==> src/rtl/dma_en_pkg.sv <==
package dma_en_pkg;
  localparam int DATA_W     = 16;
  localparam int ADDR_W     = 3;
  localparam int CH_FIELD_W = 4;
  localparam int ALL_BIT    = 6;

  typedef enum logic [1:0] {
    RGN_ENABLE = 2'd0,
    RGN_CMD    = 2'd1,
    RGN_NONE0  = 2'd2,
    RGN_NONE1  = 2'd3
  } region_e;

  function automatic region_e region_of(input logic [ADDR_W-1:0] a);
    return region_e'(a[ADDR_W-1:1]);
  endfunction
endpackage

==> src/rtl/cmd_decode.sv <==
module cmd_decode #(
  parameter int NUM_CH = 16
) (
  input  logic              valid_i,
  input  logic [7:0]        cmd_i,
  output logic [NUM_CH-1:0] mask_o
);
  import dma_en_pkg::*;

  logic [CH_FIELD_W-1:0] ch_idx;
  logic                  all_flag;

  assign ch_idx   = cmd_i[CH_FIELD_W-1:0];
  assign all_flag = cmd_i[ALL_BIT];

  // bits 7, 5, 4 are reserved and deliberately not decoded
  always_comb begin
    mask_o = '0;
    if (valid_i) begin
      for (int i = 0; i < NUM_CH; i++) begin
        mask_o[i] = all_flag || (int'(ch_idx) == i);
      end
    end
  end
endmodule

==> src/rtl/enable_reg.sv <==
module enable_reg #(
  parameter int NUM_CH = 16
) (
  input  logic              clk_i,
  input  logic              rst_ni,
  input  logic              dir_we_i,
  input  logic [NUM_CH/8-1:0] dir_be_i,
  input  logic [NUM_CH-1:0] dir_data_i,
  input  logic [NUM_CH-1:0] set_i,
  input  logic [NUM_CH-1:0] clr_i,
  output logic [NUM_CH-1:0] en_o
);
  localparam int NB = NUM_CH / 8;

  logic [NUM_CH-1:0] en_q, en_d, dir_merged;

  for (genvar b = 0; b < NB; b++) begin : g_lane
    assign dir_merged[b*8 +: 8] = dir_be_i[b] ? dir_data_i[b*8 +: 8] : en_q[b*8 +: 8];
  end

  always_comb begin
    en_d = dir_we_i ? dir_merged : en_q;
    en_d = (en_d | set_i) & ~clr_i;  // clear wins
  end

  always_ff @(posedge clk_i or negedge rst_ni) begin
    if (!rst_ni) en_q <= '0;
    else         en_q <= en_d;
  end

  assign en_o = en_q;

  AST_CLR_WINS: assert property (@(posedge clk_i) disable iff (!rst_ni)
    (|clr_i) |=> ((en_q & $past(clr_i)) == '0));

  AST_SET_STICKS: assert property (@(posedge clk_i) disable iff (!rst_ni)
    (!dir_we_i && |(set_i & ~clr_i)) |=>
      ((en_q & $past(set_i & ~clr_i)) == $past(set_i & ~clr_i)));

  AST_IDLE_HOLD: assert property (@(posedge clk_i) disable iff (!rst_ni)
    (!dir_we_i && set_i == '0 && clr_i == '0) |=> $stable(en_q));
endmodule

==> src/rtl/req_gate.sv <==
module req_gate #(
  parameter int NUM_CH = 16
) (
  input  logic [NUM_CH-1:0] raw_i,
  input  logic [NUM_CH-1:0] en_i,
  output logic [NUM_CH-1:0] gated_o
);
  for (genvar i = 0; i < NUM_CH; i++) begin : g_ch
    assign gated_o[i] = raw_i[i] & en_i[i];
  end
endmodule

==> src/rtl/dma_req_enable.sv <==
module dma_req_enable
  import dma_en_pkg::*;
#(
  parameter int NUM_CH = 16
) (
  input  logic                clk_i,
  input  logic                rst_ni,
  input  logic                wr_i,
  input  logic                rd_i,
  input  logic [ADDR_W-1:0]   addr_i,
  input  logic [1:0]          be_i,
  input  logic [DATA_W-1:0]   wdata_i,
  output logic [DATA_W-1:0]   rdata_o,
  input  logic [NUM_CH-1:0]   raw_req_i,
  output logic [NUM_CH-1:0]   gated_req_o
);
  region_e           rgn;
  logic              dir_we, set_v, clr_v;
  logic [NUM_CH-1:0] set_mask, clr_mask, en;

  assign rgn    = region_of(addr_i);
  assign dir_we = wr_i && (rgn == RGN_ENABLE);
  assign set_v  = wr_i && (rgn == RGN_CMD) && be_i[0];
  assign clr_v  = wr_i && (rgn == RGN_CMD) && be_i[1];

  cmd_decode #(.NUM_CH(NUM_CH)) u_set_dec (
    .valid_i (set_v),
    .cmd_i   (wdata_i[7:0]),
    .mask_o  (set_mask)
  );

  cmd_decode #(.NUM_CH(NUM_CH)) u_clr_dec (
    .valid_i (clr_v),
    .cmd_i   (wdata_i[15:8]),
    .mask_o  (clr_mask)
  );

  enable_reg #(.NUM_CH(NUM_CH)) u_en (
    .clk_i      (clk_i),
    .rst_ni     (rst_ni),
    .dir_we_i   (dir_we),
    .dir_be_i   (be_i),
    .dir_data_i (wdata_i),
    .set_i      (set_mask),
    .clr_i      (clr_mask),
    .en_o       (en)
  );

  req_gate #(.NUM_CH(NUM_CH)) u_gate (
    .raw_i   (raw_req_i),
    .en_i    (en),
    .gated_o (gated_req_o)
  );

  always_comb begin
    rdata_o = '0;
    if (rd_i && rgn == RGN_ENABLE) rdata_o = en;
  end

  AST_CMD_READ_ZERO: assert property (@(posedge clk_i) disable iff (!rst_ni)
    (rd_i && rgn == RGN_CMD) |-> (rdata_o == '0));

  AST_SINGLE_SET: assert property (@(posedge clk_i) disable iff (!rst_ni)
    (set_v && !wdata_i[ALL_BIT]) |-> $onehot0(set_mask));

  AST_SINGLE_CLR: assert property (@(posedge clk_i) disable iff (!rst_ni)
    (clr_v && !wdata_i[8+ALL_BIT]) |-> $onehot0(clr_mask));

  AST_ALL_SET: assert property (@(posedge clk_i) disable iff (!rst_ni)
    (set_v && wdata_i[ALL_BIT] && !clr_v) |=> (en == '1));
endmodule

==> config.mk <==
export PLATFORM = sky130hd
export DESIGN_NAME = dma_req_enable
export DESIGN_NICKNAME = d
export VERILOG_FILES = /design/src/rtl/dma_en_pkg.sv /design/src/rtl/cmd_decode.sv /design/src/rtl/enable_reg.sv /design/src/rtl/req_gate.sv /design/src/rtl/dma_req_enable.sv
export SDC_FILE = /design/constraint.sdc
export NUM_CORES = 1
export LEC_CHECK = 0
export CAP_MARGIN = 10
export CORE_ASPECT_RATIO = 1.2
export CORE_MARGIN = 2
export CORE_UTILIZATION = 40
export DETAILED_ROUTE_END_ITERATION = 6
export GPL_ROUTABILITY_DRIVEN = 0
export PLACE_DENSITY = 0.81
export SYNTH_ARGS = -nofsm -noshare
export SYNTH_HDL_FRONTEND = slang
export SYNTH_SLANG_ARGS = --single-unit
==> constraint.sdc <==
create_clock -name clk_i -period 1.2 [get_ports clk_i]
set_input_delay 0.24 -clock clk_i [delete_from_list [all_inputs] [get_ports clk_i]]
set_output_delay 0.24 -clock clk_i [all_outputs]
set_load 0.05 [all_outputs]
==> results.yml, run 1 <==
final_layout:
  n_antenna_cell: 0
  drive_above_1_share_pct: 53.2
  fin_cells: 287
  syn_to_final_growth_pct: 114
  num-nets-final: 292
  largest_register_ffs: 16
sta:
  final.min_clock_period_ps: 1310
  slew_headroom_pct: 71.1
  finalHoldViolCount: 0
  period_share_pct: 109
  setup_viol: 21
  max_freq_mhz: 762
  skew_ps: 0
  fin_ws_ps: -112
  rsz0062_at_grt: "true"
  slew_viol_final: 0
  worstMarginPinSlew_ps: 431
worst_hold_path:
  hold_path.class: "input port to asynchronous set/reset pin"
yosys:
  yosysTopAreaCellShare_pct: 28.8
  synth_xor_area_share_pct: 0
  synthCells: 152
  synth_largest_area_cell: "dfrtp_1"
  yosysUniqueCellTypes: 23
  synth_compound_area_share_pct: 22.5
  syn_nets: 193
  synth_simple_gate_area_share_pct: 31.7
  synth_fa_ha_area_share_pct: 0
  syn_area_per_cell_um2: 9.15
  synth_area_leaders: "dfrtp_1 29%, and2_1 14%, mux2i_1 12%"
  ys_ff_latch: 16
  ys_seq_area_share_pct: 28.8
  synthMuxAreaShare_pct: 11.5
  synth_top_family_by_area: "simple AND/OR/NAND/NOR gates"
  synth_area_um2: 1390
  synth_warnings: 0
routing:
  first_pass_iters: 4
  routed-via-count: 1791
  drc_errors: 0
  wl_mm: 6.46
  first_iter_violations: 72
  viasPerCell: 6.24
  post_drt_wl_per_cell_um: 22.5
  antenna_left: 0
floorplan:
  dieArea_um2: 3960
  die_x_um: 57.8
  io_pins: 73
  initial_utilization_pct: 41.6
  core_um2: 3340
  fp-row-count: 23
  die_y_um: 68.6
worst_setup_path:
  crit_type: "input port to output port"
  cp-endpoint: "rdata_o[8]"
  path_buf_inv: 3
  cp-start-kind: "input port"
  critPathCaptureType: "output port"
  r2r_cells: 3
  crit_cells: 5
  crit_arrival_ps: 1070
  max_stage_delay_ps: 250
  path_delay_family: "buffers and inverters"
  crit_path_max_fanout: 8
  crit_required_ps: 960
  cp_cell_sequence: "buf_8, nor3b_4, buf_6, and2_4, buf_12"
  timing.rr.end: "u_en.en_o[13]"
  r2r-start: "u_en.en_o[13]"
  worst_path_max_delay_cell: "nor3b_4"
  critPathLaunch: "addr_i[1]"
  rrSetupSlack_ps: 270
clocking:
  cts_max_path_buffers: 2
  clkTransAtPathRegs_ps: 70
  cts_root_buf: "clkbuf_8"
  cts_tree: "done"
  cts_sinks: 16
  clkLatencyLatePin_ps: 250
  htreeDepth: 1
  cts_buffers: 3
  hold_buffers: 0
global_route:
  grt_antenna_before_repair: 0
  grt_first_pass_wirelength_mm: 9.05
  grt_util_all_layers_pct: 30.6
  grt_overflow_total: 0
  grt_pass1_vias: 1762
  grt_max_degree: 18
placement:
  placed_cells_incl_taps: 272
  dp_worst_setup_slack_ps: -577
  dpl.hpwl_mm: 3.91
  numPortBuffers: 71
run:
  cap_violations: 0
power_and_ir_drop:
  p_leak_uw: 0.00131
  ir_drop_mv: 0.814
  powerDensity_nw_per_um2: 1020
outcome:
  violations: "negative setup slack"
  status: "finished, violations left"
[what timing repair did]
action,4_1_cts,5_1_grt
buffers inserted,5,1
resized for setup,93,26
hold endpoints to repair,0,0
endpoints found under the setup margin,48,47
gates cloned,4,1
pin swaps,27,15
[worst reg2reg max path: cells and delay by family (launching register included)]
kind / cells / cell delay [ps]
flops: 1 / 400
compound gates: 1 / 90
buf+inv: 1 / 140
mux: 1 / 190
[metal layers]
layer / global-route usage, % / vias up / share of wire [%]
met4: 14.5 / 0 / 2.8
met2: 56.8 / 111 / 55
li1: - / 777 / -
met1: 34.7 / 883 / 35
met5: 0 / - / 0
met3: 4.10 / 20 / 6.8
[cells by family (layout without fill, tap and decap cells)]
group | after synthesis | count (layout)
simple gates | 60 | 60
compound gates | 48 | 48
flops | 16 | 16
buf+inv | 12 | 110
mux | 16 | 16
[how the worst min path moves through the flow]
| stage | cells after the start | endpoint | from |
|---|---|---|---|
| final | 2 | u_en.en_o[3] | rst_ni |
| after global routing | 2 | u_en.en_o[5] | rst_ni |
| after CTS | 2 | u_en.en_o[4] | rst_ni |
| after detailed placement | 2 | u_en.en_o[4] | rst_ni |
| after global placement | 2 | u_en.en_o[4] | rst_ni |
| after floorplan | 0 | u_en.en_o[0] | rst_ni |
[cell type report]
type	count	area [µm²]
repair buffers	106	1330
flip-flops and latches	16	400
well taps	37	46.3
fillers	147	358
clock buffers	4	55.1
multi-input cells	124	1150
[cells in the mapped netlist]
library cell  count
a2bb2oi_1        15
nor3b_2           1
a31oi_1           6
nor4_1            1
and4b_1           5
mux2i_1          16
nor2_1            3
nor4b_1           4
a41oi_1           1
nand2_1           1
dfrtp_1          16
buf_6             2
buf_2             4
nor4bb_1          5
and4bb_2          3
nor2b_1           4
buf_4             3
and2_1           32
nand4b_1          1
o21ai_0          15
a41o_1            1
a21oi_1          10
clkbuf_1          3
[per-stage QoR]
step / cell area [µm²] / utilization, % / setup TNS [ps] / hold WS, ps / total power [µW]
2_1_floorplan: 1430 / - / 0 / -55.6 / 1480
4_1_cts: 2860 / 85.8 / -1860 / 316 / 2930
6_report: 2980 / 89.3 / -1560 / 319 / 3050
3_3_place_gp: 2630 / 78.7 / -13910 / 581 / 2240
5_1_grt: 2980 / 89.3 / -2260 / 348 / 3150
3_5_place_dp: 2630 / 78.7 / -16350 / 587 / 2290
[layout by cell type, fill, tap and decap left out, types with 2 or more instances in the layout]
cell type,count
o21ai_1,7
clkdlybuf4s50_1,9
and2_4,32
and4b_1,4
mux2i_1,14
a2bb2oi_1,11
nor4bb_1,2
o21ai_2,3
a21oi_1,9
buf_12,34
buf_2,2
nor2_1,3
nor2b_2,2
buf_4,22
a2bb2oi_2,4
a31oi_1,5
nor4bb_4,3
buf_6,10
dfrtp_1,16
and4bb_2,3
dlygate4sd2_1,21
nor4b_2,4
o21ai_0,5
dlymetal6s2s_1,5
clkbuf_8,4
[where the power goes]
part           switching (µW)  internal [µW]  leakage (µW)
combinational             841            914       0.00109
sequential                125            671      0.000190
clock                     205            292     0.0000288
total                    1170           1880       0.00131
No activity file was read; power rests on OpenSTA's default activity.
==> inputs of run 2 (changes only) <==
--- a/config.mk
+++ b/config.mk
@@ -5,7 +5,6 @@
 export SDC_FILE = /design/constraint.sdc
 export NUM_CORES = 1
 export LEC_CHECK = 0
-export CAP_MARGIN = 10
 export CORE_ASPECT_RATIO = 1.2
 export CORE_MARGIN = 2
 export CORE_UTILIZATION = 40
==> constraint.sdc (replaced) <==
create_clock -name clk_i -period 1.2 [get_ports clk_i]
set_input_delay 0.18 -clock clk_i [delete_from_list [all_inputs] [get_ports clk_i]]
set_output_delay 0.18 -clock clk_i [all_outputs]
set_load 0.05 [all_outputs]
==> run 2 against run 1 <==
The run still ends with negative setup slack left. Global-route usage shrank 2.5 points. Sequential share of layout area is 0.66 points higher. Utilization fell by 4.2 points. Combinational power is 8% lower. Critical path type is now input port to register. Sequential power about the same. Setup slack better by 62 ps. Wire length fell by 8.0%. Clock-buffer cell count decreased by 1. Clock skew is the same. Largest power group unchanged.
==> results.yml, run 2 (synthesis results as in run 1) <==
outcome:
  status: "finished, violations left"
  violations: "negative setup slack"
final_layout:
  n_antenna_cell: 0
  num-nets-final: 283
  fill_cells: 162
  layout_commonest_cell: "buf_12"
  syn_to_final_growth_pct: 104
  post-route-util_pct: 85.1
  fin_area_um2: 2840
  largest_register_ffs: 16
  mostFrequentLayoutCells: "33 x buf_12, 28 x clkdlybuf4s50_1, 20 x and2_4, 16 x buf_4, 16 x dfrtp_1"
  drive_above_1_share_pct: 42.9
worst_setup_path:
  path_buf_inv: 2
  cp-start-kind: "input port"
  crit_arrival_ps: 1440
  crit_type: "input port to register"
  cp-endpoint: "u_en.en_o[5]"
  r2r-start: "u_en.en_o[3]"
  max_stage_delay_ps: 500
  crit_required_ps: 1390
  rrSetupSlack_ps: 340
  path_delay_family: "buffers and inverters"
  critPathLaunch: "wdata_i[2]"
  r2r_cells: 3
  timing.rr.end: "u_en.en_o[3]"
  crit_path_max_fanout: 8
  cp_cell_sequence: "clkdlybuf4s50_1, buf_6, nor4bb_1, o21ai_1, a2bb2oi_2"
  crit_cells: 5
  worst_path_max_delay_cell: "clkdlybuf4s50_1"
  critPathCaptureType: "register"
clocking:
  cts_root_buf: "clkbuf_8"
  htreeDepth: 1
  cts_buffers: 3
  cts_sinks: 16
  cts_tree: "done"
  clkLatencyLatePin_ps: 270
  hold_buffers: 0
  clkTransAtPathRegs_ps: 70
  cts_max_path_buffers: 2
routing:
  post_drt_wl_per_cell_um: 21.5
  first_pass_iters: 4
  drc_errors: 0
  first_iter_violations: 82
  antenna_left: 0
  routed-via-count: 1722
  wl_mm: 5.94
  viasPerCell: 6.22
floorplan:
  fp-row-count: 23
  die_x_um: 57.8
  initial_utilization_pct: 41.6
  die_y_um: 68.6
  dieArea_um2: 3960
  io_pins: 73
  core_um2: 3340
sta:
  slew_headroom_pct: 72.5
  slew_viol_final: 0
  fin_ws_ps: -50.0
  rsz0062_at_grt: "true"
  worstMarginPinSlew_ps: 412
  setup_viol: 24
  skew_ps: 0
  finalHoldViolCount: 0
  max_freq_mhz: 800
  period_share_pct: 104
  setup-tns-final_ps: -522
  final.min_clock_period_ps: 1250
power_and_ir_drop:
  power_uw: 2850
  powerDensity_nw_per_um2: 1000
  p_leak_uw: 0.00118
  ir_drop_mv: 0.871
global_route:
  grt_max_degree: 18
  grt_pass1_vias: 1588
  grt_first_pass_wirelength_mm: 8.22
  grt_util_all_layers_pct: 28.1
  grt_antenna_before_repair: 0
  grt_overflow_total: 0
placement:
  numPortBuffers: 71
  dpl.hpwl_mm: 3.77
  dpl_cell_area_um2: 2580
worst_hold_path:
  hold_path.class: "input port to asynchronous set/reset pin"
run:
  cap_violations: 0
## run 2: cell count changes in the layout (fill, tap and decap cells not counted), sizes merged
cell	change
clkbuf	-3
dlygate4sd2	-17
clkdlybuf4s50	+19
dlymetal6s2s	-1
buf	-8
## run 2: cell type report
cell class	instances	area [µm²]	area share (%)
clock buffers	3	41.3	1.45
multi-input cells	124	1070	37.8
flip-flops and latches	16	400	14.1
well taps	37	46.3	1.63
repair buffers	97	1280	45.0
## run 2: report_power, final
group	switching (µW)	internal, µW
Clock	209	224
Combinational	790	828
Sequential	123	671
## run 2: through the flow
step,instances,setup WS [ps],hold slack (ps)
after floorplan,152,36.2,-116
after global placement,270,-365,520
after detailed placement,270,-484,532
after CTS,275,-13.5,258
after global routing,277,-83.0,268
final,277,-50.0,248
## run 2: worst reg2reg max path, cell delays in order, from the launching register on
cell	delay [ps]
dfrtp_1	410
buf_4	140
mux2i_1	120
a2bb2oi_1	80
## run 2: routing by layer
layer,vias to the layer above,routed length (µm),part of all wire (%),global-route usage [%]
met4,0,190,3.2,15.4
li1,759,-,-,-
met2,110,3230,54,50.6
met1,830,2130,36,33.1
met3,23,385,6.5,2.24
met5,-,0,0,0
## run 2: worst min-delay path by stage
stage	slack (ps)	end	cells past startpoint	from
final	250	u_en.en_o[5]	2	rst_ni
after global routing	270	u_en.en_o[15]	2	rst_ni
after CTS	260	u_en.en_o[14]	2	rst_ni
after detailed placement	530	u_en.en_o[4]	2	rst_ni
after global placement	520	u_en.en_o[15]	2	rst_ni
after floorplan	-120	u_en.en_o[0]	0	rst_ni
## run 2: what timing repair did
item,CTS,global route
resized for setup,49,35
cloned,1,1
setup buffers,1,1
setup endpoints to repair,32,38
pin swaps,5,3
